==> config.mk <==
export PLATFORM = sky130hd
export DESIGN_NAME = iosp_decoder
export DESIGN_NICKNAME = d
export VERILOG_FILES = /design/src/rtl/iosp_pkg.sv /design/src/rtl/iosp_addr_map.sv /design/src/rtl/iosp_bitop.sv /design/src/rtl/iosp_reg.sv /design/src/rtl/iosp_decoder.sv
export SDC_FILE = /design/constraint.sdc
export NUM_CORES = 1
export LEC_CHECK = 0
export CELL_PAD_IN_SITES_DETAIL_PLACEMENT = 1
export CELL_PAD_IN_SITES_GLOBAL_PLACEMENT = 2
export CORE_MARGIN = 1.5
export CORE_UTILIZATION = 22
export CTS_BUF_LIST = sky130_fd_sc_hd__clkbuf_4 sky130_fd_sc_hd__clkbuf_8
export CTS_CLUSTER_DIAMETER = 200
export DETAILED_ROUTE_END_ITERATION = 12
export PLACE_DENSITY = 0.89
export SLEW_MARGIN = 20
export SYNTH_ARGS = -nofsm -noshare
export SYNTH_HDL_FRONTEND = slang
export SYNTH_SLANG_ARGS = --single-unit
==> constraint.sdc <==
create_clock -name clk -period 3.2 [get_ports clk]
set_clock_uncertainty 0.15 [all_clocks]
set_input_delay 0.48 -clock clk [delete_from_list [all_inputs] [get_ports clk]]
set_output_delay 0.48 -clock clk [all_outputs]
set_load 0.01 [all_outputs]
==> src/rtl/iosp_pkg.sv <==
package iosp_pkg;
  typedef enum logic [2:0] {
    K_IO_RD = 3'd0,
    K_IO_WR = 3'd1,
    K_DS_RD = 3'd2,
    K_DS_WR = 3'd3,
    K_BSET  = 3'd4,
    K_BCLR  = 3'd5,
    K_BTST  = 3'd6,
    K_NONE  = 3'd7
  } acc_kind_e;
endpackage

==> src/rtl/iosp_addr_map.sv <==
module iosp_addr_map
  import iosp_pkg::*;
#(
  parameter int ADDR_W    = 8,
  parameter int NUM_LOC   = 64,
  parameter int DS_OFFSET = 32,
  parameter int BIT_LIMIT = 32,
  localparam int IDX_W    = $clog2(NUM_LOC)
) (
  input  logic              valid,
  input  acc_kind_e         kind,
  input  logic [ADDR_W-1:0] addr,
  output logic              hit,
  output logic [IDX_W-1:0]  idx,
  output logic              is_write,
  output logic              is_bitop,
  output logic              is_test,
  output logic              illegal
);
  localparam logic [ADDR_W-1:0] IO_LIM  = ADDR_W'(NUM_LOC);
  localparam logic [ADDR_W-1:0] DS_LO   = ADDR_W'(DS_OFFSET);
  localparam logic [ADDR_W-1:0] DS_HI   = ADDR_W'(DS_OFFSET + NUM_LOC);
  localparam logic [ADDR_W-1:0] BIT_LIM = ADDR_W'(BIT_LIMIT);

  logic              in_rng;
  logic              bit_kind;
  logic [ADDR_W-1:0] loc;

  always_comb begin
    in_rng   = 1'b0;
    bit_kind = 1'b0;
    loc      = addr;
    is_write = 1'b0;
    is_bitop = 1'b0;
    is_test  = 1'b0;
    case (kind)
      K_IO_RD: in_rng = (addr < IO_LIM);
      K_IO_WR: begin
        in_rng   = (addr < IO_LIM);
        is_write = 1'b1;
      end
      K_DS_RD: begin
        in_rng = (addr >= DS_LO) && (addr < DS_HI);
        loc    = addr - DS_LO;
      end
      K_DS_WR: begin
        in_rng   = (addr >= DS_LO) && (addr < DS_HI);
        loc      = addr - DS_LO;
        is_write = 1'b1;
      end
      K_BSET, K_BCLR: begin
        in_rng   = (addr < BIT_LIM);
        bit_kind = 1'b1;
        is_write = 1'b1;
        is_bitop = 1'b1;
      end
      K_BTST: begin
        in_rng   = (addr < BIT_LIM);
        bit_kind = 1'b1;
        is_test  = 1'b1;
      end
      default: in_rng = 1'b0;
    endcase
    hit     = valid & in_rng;
    idx     = loc[IDX_W-1:0];
    illegal = valid & bit_kind & ~in_rng;
  end
endmodule

==> src/rtl/iosp_bitop.sv <==
module iosp_bitop #(
  parameter int DW     = 8,
  localparam int BIT_W = $clog2(DW)
) (
  input  logic [DW-1:0]    old_byte,
  input  logic [BIT_W-1:0] bit_idx,
  input  logic             set_bit,
  output logic [DW-1:0]    new_byte,
  output logic             test_bit
);
  logic [DW-1:0] one_hot;

  always_comb begin
    one_hot  = DW'(1) << bit_idx;
    new_byte = set_bit ? (old_byte | one_hot) : (old_byte & ~one_hot);
    test_bit = old_byte[bit_idx];
  end
endmodule

==> src/rtl/iosp_reg.sv <==
module iosp_reg #(
  parameter int            DW   = 8,
  parameter logic [DW-1:0] MASK = '1,
  parameter bit            W1C  = 1'b0
) (
  input  logic          clk,
  input  logic          rst_n,
  input  logic          we,
  input  logic [DW-1:0] wdata,
  input  logic [DW-1:0] hw_set,
  output logic [DW-1:0] q
);
  logic [DW-1:0] q_r;
  logic [DW-1:0] nxt;
  logic          en;

  generate
    if (W1C) begin : g_w1c
      always_comb nxt = ((q_r & ~(we ? wdata : '0)) | hw_set) & MASK;

      a_r8_hw_set_wins: assert property (@(posedge clk) disable iff (!rst_n)
        (|(hw_set & MASK)) |=> ((q_r & $past(hw_set & MASK)) == $past(hw_set & MASK)));
      a_r7_no_spurious_rise: assert property (@(posedge clk) disable iff (!rst_n)
        (hw_set == '0) |=> ((q_r & ~$past(q_r)) == '0));
    end else begin : g_plain
      always_comb nxt = ((we ? wdata : q_r) | hw_set) & MASK;

      a_r12_hold_when_idle: assert property (@(posedge clk) disable iff (!rst_n)
        (!we && hw_set == '0) |=> $stable(q_r));
    end
  endgenerate

  always_comb en = we | (|hw_set);

  always_ff @(posedge clk or negedge rst_n) begin
    if (!rst_n) q_r <= '0;
    else if (en) q_r <= nxt;
  end

  always_comb q = q_r;

  a_r10_reserved_bits_low: assert property (@(posedge clk) disable iff (!rst_n)
    we |=> ((q_r & ~MASK) == '0));
endmodule

==> src/rtl/iosp_decoder.sv <==
module iosp_decoder
  import iosp_pkg::*;
#(
  parameter int            ADDR_W      = 8,
  parameter int            DW          = 8,
  parameter int            NUM_LOC     = 64,
  parameter int            DS_OFFSET   = 32,
  parameter int            BIT_LIMIT   = 32,
  parameter int            SCRATCH_ADR = 5,
  parameter int            CTRL_ADR    = 10,
  parameter logic [DW-1:0] CTRL_MASK   = 8'h0F,
  parameter int            FLAG_ADR    = 12,
  parameter int            HIGH_ADR    = 48,
  localparam int           IDX_W       = $clog2(NUM_LOC),
  localparam int           BIT_W       = $clog2(DW)
) (
  input  logic               clk,
  input  logic               rst_n,
  input  logic               acc_valid,
  input  logic [2:0]         acc_kind,
  input  logic [ADDR_W-1:0]  acc_addr,
  input  logic [DW-1:0]      acc_wdata,
  input  logic [BIT_W-1:0]   acc_bit,
  input  logic [DW-1:0]      flag_hw_set,
  output logic [DW-1:0]      rd_data,
  output logic               bit_result,
  output logic [NUM_LOC-1:0] sel,
  output logic               illegal
);
  localparam int NREG = 4;
  localparam int            REG_ADR [NREG] = '{SCRATCH_ADR, CTRL_ADR, FLAG_ADR, HIGH_ADR};
  localparam logic [DW-1:0] REG_MSK [NREG] = '{{DW{1'b1}}, CTRL_MASK, {DW{1'b1}}, {DW{1'b1}}};
  localparam bit            REG_W1C [NREG] = '{1'b0, 1'b0, 1'b1, 1'b0};

  logic             hit;
  logic [IDX_W-1:0] idx;
  logic             is_write;
  logic             is_bitop;
  logic             is_test;
  logic             ill_w;
  logic [DW-1:0]    cur;
  logic [DW-1:0]    bit_new;
  logic             tbit;
  logic [DW-1:0]    wbyte;
  logic [NUM_LOC-1:0]        sel_w;
  logic [NREG-1:0][DW-1:0]   q_all;

  iosp_addr_map #(
    .ADDR_W(ADDR_W), .NUM_LOC(NUM_LOC), .DS_OFFSET(DS_OFFSET), .BIT_LIMIT(BIT_LIMIT)
  ) u_map (
    .valid(acc_valid), .kind(acc_kind_e'(acc_kind)), .addr(acc_addr),
    .hit(hit), .idx(idx), .is_write(is_write), .is_bitop(is_bitop),
    .is_test(is_test), .illegal(ill_w)
  );

  generate
    for (genvar i = 0; i < NUM_LOC; i++) begin : g_sel
      assign sel_w[i] = hit && (idx == IDX_W'(i));
    end
  endgenerate

  always_comb begin
    cur = '0;
    for (int i = 0; i < NREG; i++) begin
      if (sel_w[REG_ADR[i]]) cur = cur | q_all[i];
    end
  end

  iosp_bitop #(.DW(DW)) u_bitop (
    .old_byte(cur), .bit_idx(acc_bit), .set_bit(acc_kind_e'(acc_kind) == K_BSET),
    .new_byte(bit_new), .test_bit(tbit)
  );

  always_comb wbyte = is_bitop ? bit_new : acc_wdata;

  generate
    for (genvar i = 0; i < NREG; i++) begin : g_reg
      iosp_reg #(.DW(DW), .MASK(REG_MSK[i]), .W1C(REG_W1C[i])) u_reg (
        .clk(clk), .rst_n(rst_n),
        .we(is_write & sel_w[REG_ADR[i]]),
        .wdata(wbyte),
        .hw_set(REG_W1C[i] ? flag_hw_set : '0),
        .q(q_all[i])
      );
    end
  endgenerate

  always_comb begin
    sel        = sel_w;
    rd_data    = cur;
    bit_result = hit & is_test & tbit;
    illegal    = ill_w;
  end

  a_r1_sel_onehot: assert property (@(posedge clk) disable iff (!rst_n)
    $onehot0(sel));
  a_r6_illegal_no_select: assert property (@(posedge clk) disable iff (!rst_n)
    illegal |-> (sel == '0));
  a_r6_illegal_no_change: assert property (@(posedge clk) disable iff (!rst_n)
    (illegal && flag_hw_set == '0) |=> $stable(q_all));
  a_r5_test_no_change: assert property (@(posedge clk) disable iff (!rst_n)
    (acc_valid && acc_kind == 3'd6 && flag_hw_set == '0) |=> $stable(q_all));
  a_r12_no_hit_reads_zero: assert property (@(posedge clk) disable iff (!rst_n)
    (sel == '0) |-> (rd_data == '0 && bit_result == 1'b0));
endmodule

==> reports/metrics.cfg <==
[run_status]
status=finished clean

[global_route]
grt_pass1_vias=2626
met3_usage_pct=0.487
busiest_layer=met2
track_usage_pct=16.9
grtUsageMet1_pct=22.1
antenna_found_initial=0
use_met2_pct=30.8
grt_max_degree=29
grt-ovfl-total=0
grt_pass1_wl_mm=13.5

[cells_and_area]
largest_reg_flops=28
final_area_um2=3850
fillCellCount=1112
area_growth_pct=84.4
drive_gt1_share_pct=26.4
diodes=0
fin_nets=454

[synthesis]
syn_area_per_cell_um2=8.06
syn_nets=292
synth-seq-cells=28
yosys_warnings=0
yosysSeqAreaShare_pct=33.6
synth.cell_area_um2=2090
synth_cells=259
synth_edf_count=0
synthFlopType=dfrtp_1
async_flop_share_pct=100
yosys.cell_types.count=44

[floorplan]
core_area_um2=9240
die_x_um=100
die_h_um=100
rows=35
die_area_um2=10100
initial_core_util_pct=22.6
io_pins=107

[setup_path]
critPathArrivalTime_ns=2.48
critical_path_class=input port to output port
cp.required_ns=2.57
worstSetupEndpointType=output port
path_max_fanout=5
startpoint_type=input port

[sta]
tightest_slew_ns=0.506
hold_viol_final=0
tns_ns=0
post-route-period-util_pct=97.2
finalSetupViolCount=0
fin_crit_ns=3.11
relSlewSlack_pct=66.0
fmax_mhz=322
drv_slew=0

[route]
finalWirelength_mm=8.66
routedWlPerCell_um=15.8
drtIter0Drc=64
drc=0
route.vias.total=2550
ant_nets=0
viasPerCell=4.64
drtPass1Iterations=5

[cts]
cts_buffers=3
cts_tree=done
clockBufferDepth=2
clk_latency_ns=0.28
clkSinkCount=28
htreeDepth=1
clk_pin_slew_worst_paths_ns=0.10
cts_hold_buf=0
cts-root-buf=clkbuf_8

[power_and_ir_drop]
power_uw=837
p_leak_uw=0.00190
ir_worst_vdd_v=0.000141
powerDensity_nw_per_um2=217

[placement]
globalplace.congestion=0.919
postPlaceCellArea_um2=3700
dp_hpwl_mm=6.93
io_buffers=106

[flow_run]
cap_viol_max_count=0

[min_path]
hp-class=flip-flop to flip-flop

## cell usage after synthesis (2+ instances only)
library cell | instances | share of area [%]
clkbuf_1 | 10 | 1.8
nand2_1 | 24 | 4.3
a2bb2oi_1 | 4 | 1.7
a221o_1 | 4 | 1.9
and2_1 | 2 | 0.60
o31ai_4 | 2 | 2.0
a22oi_1 | 5 | 1.8
nor3_1 | 5 | 1.2
a21oi_1 | 5 | 1.2
o31ai_2 | 2 | 1.2
a22o_1 | 3 | 1.3
nand4_1 | 2 | 0.60
nor3_2 | 2 | 0.96
nor2_2 | 2 | 0.60
nor2b_1 | 7 | 2.1
nor3b_1 | 3 | 1.1
inv_1 | 10 | 1.8
nand2b_1 | 5 | 1.5
mux2_1 | 5 | 2.7
nor2_1 | 75 | 13
dfrtp_1 | 28 | 34
mux2_2 | 11 | 5.9
nand3_1 | 9 | 2.2
a222oi_1 | 4 | 1.9
a21o_1 | 11 | 4.0
## cell usage in the layout (no fill, tap or decap), types with 4 or more instances in the layout
master,Yosys,routed
a21o_1,11,11
a21oi_1,5,5
a221o_1,4,4
a222oi_1,4,4
a22oi_1,5,4
buf_4,0,61
clkdlybuf4s50_1,0,42
dfrtp_1,28,28
dlygate4sd2_1,0,51
dlymetal6s2s_1,0,7
inv_1,10,10
mux2_1,5,5
mux2_2,11,11
nand2_1,24,23
nand3_1,9,9
nor2_1,75,73
nor2_2,2,4
nor2b_1,7,6
nor3_1,5,5
## worst max-delay path, cell delays in order
cell,delay [ns]
buf_2,0.14
nand2b_4,0.17
xnor2_4,0.15
buf_4,0.13
nand4_1,0.19
nor3_1,0.08
a221o_1,0.29
mux4_2,0.49
nand2_2,0.09
a41oi_2,0.11
buf_2,0.16
## cell type report
class                   instances  area, um2  area share [%]
multi-input cells             209       1410            36.5
inverters                      10       37.5           0.975
clock buffers                   3       41.3            1.07
flip-flops and latches         28        701            18.2
clock inverters                 1       30.0           0.780
well taps                     129        161            4.19
repair buffers                169       1470            38.2
## worst paths after layout
check,endpoint,cells after the start,from,slack [ns]
max in group asynchronous,g_reg[2].u_reg.q[1],2,rst_n,2.22
worst min register to register,g_reg[2].u_reg.q[0],1,g_reg[2].u_reg.q[0],0.35
worst min-delay path,g_reg[2].u_reg.q[0],1,g_reg[2].u_reg.q[0],0.35
worst max-delay path,bit_result,11,acc_kind[2],0.09
min in group asynchronous,g_reg[2].u_reg.q[5],2,rst_n,0.41
worst max register to register,g_reg[3].u_reg.q[2],6,g_reg[2].u_reg.q[2],1.26
## kinds of logic (layout without fill, tap and decap cells)
logic type / Yosys count / count (layout) / share of synthesized area [%]
and+or+nand+nor: 143 / 143 / 31.2
DFF: 28 / 28 / 33.6
xor gates and xnor gates: 1 / 1 / 0.780
buffers and inverters: 22 / 183 / 4.02
AOI/OAI and AO/OA: 48 / 48 / 20.7
muxes: 17 / 17 / 9.71
## routing by layer
layer	routed length (um)	vias to the layer above
met1	3760	1258
met3	253	10
li1	-	1224
met2	4520	58
met5	0	-
met4	134	0
## power breakdown
part / leakage [uW] / switching (uW) / internal [uW] / total, uW
logic: 0.00154 / 94.4 / 97.3 / 192
clock network: 0.0000357 / 117 / 168 / 285
registers: 0.000328 / 2.08 / 358 / 360
## timing repair
item                                    4_1_cts  5_1_grt
endpoints found under the setup margin       73       39
resized for setup                            73       30
pin swaps                                     8       11
cloned                                        0        0
endpoints found under the hold margin         0        0
setup buffers                                 3        3
## metrics by stage
step / util [%] / setup slack (ns) / std cells / hold slack [ns]
CTS: 40.9 / -0.120 / 547 / 0.350
finish: 41.7 / 0.0897 / 549 / 0.350
floorplan: - / 0.265 / 259 / 0.0344
global placement: 40.0 / -0.612 / 540 / 0.316
global route: 41.7 / -0.00341 / 549 / 0.371
detailed placement: 40.0 / -0.720 / 540 / 0.327
Note: power is estimated with default switching activity, not from simulation.
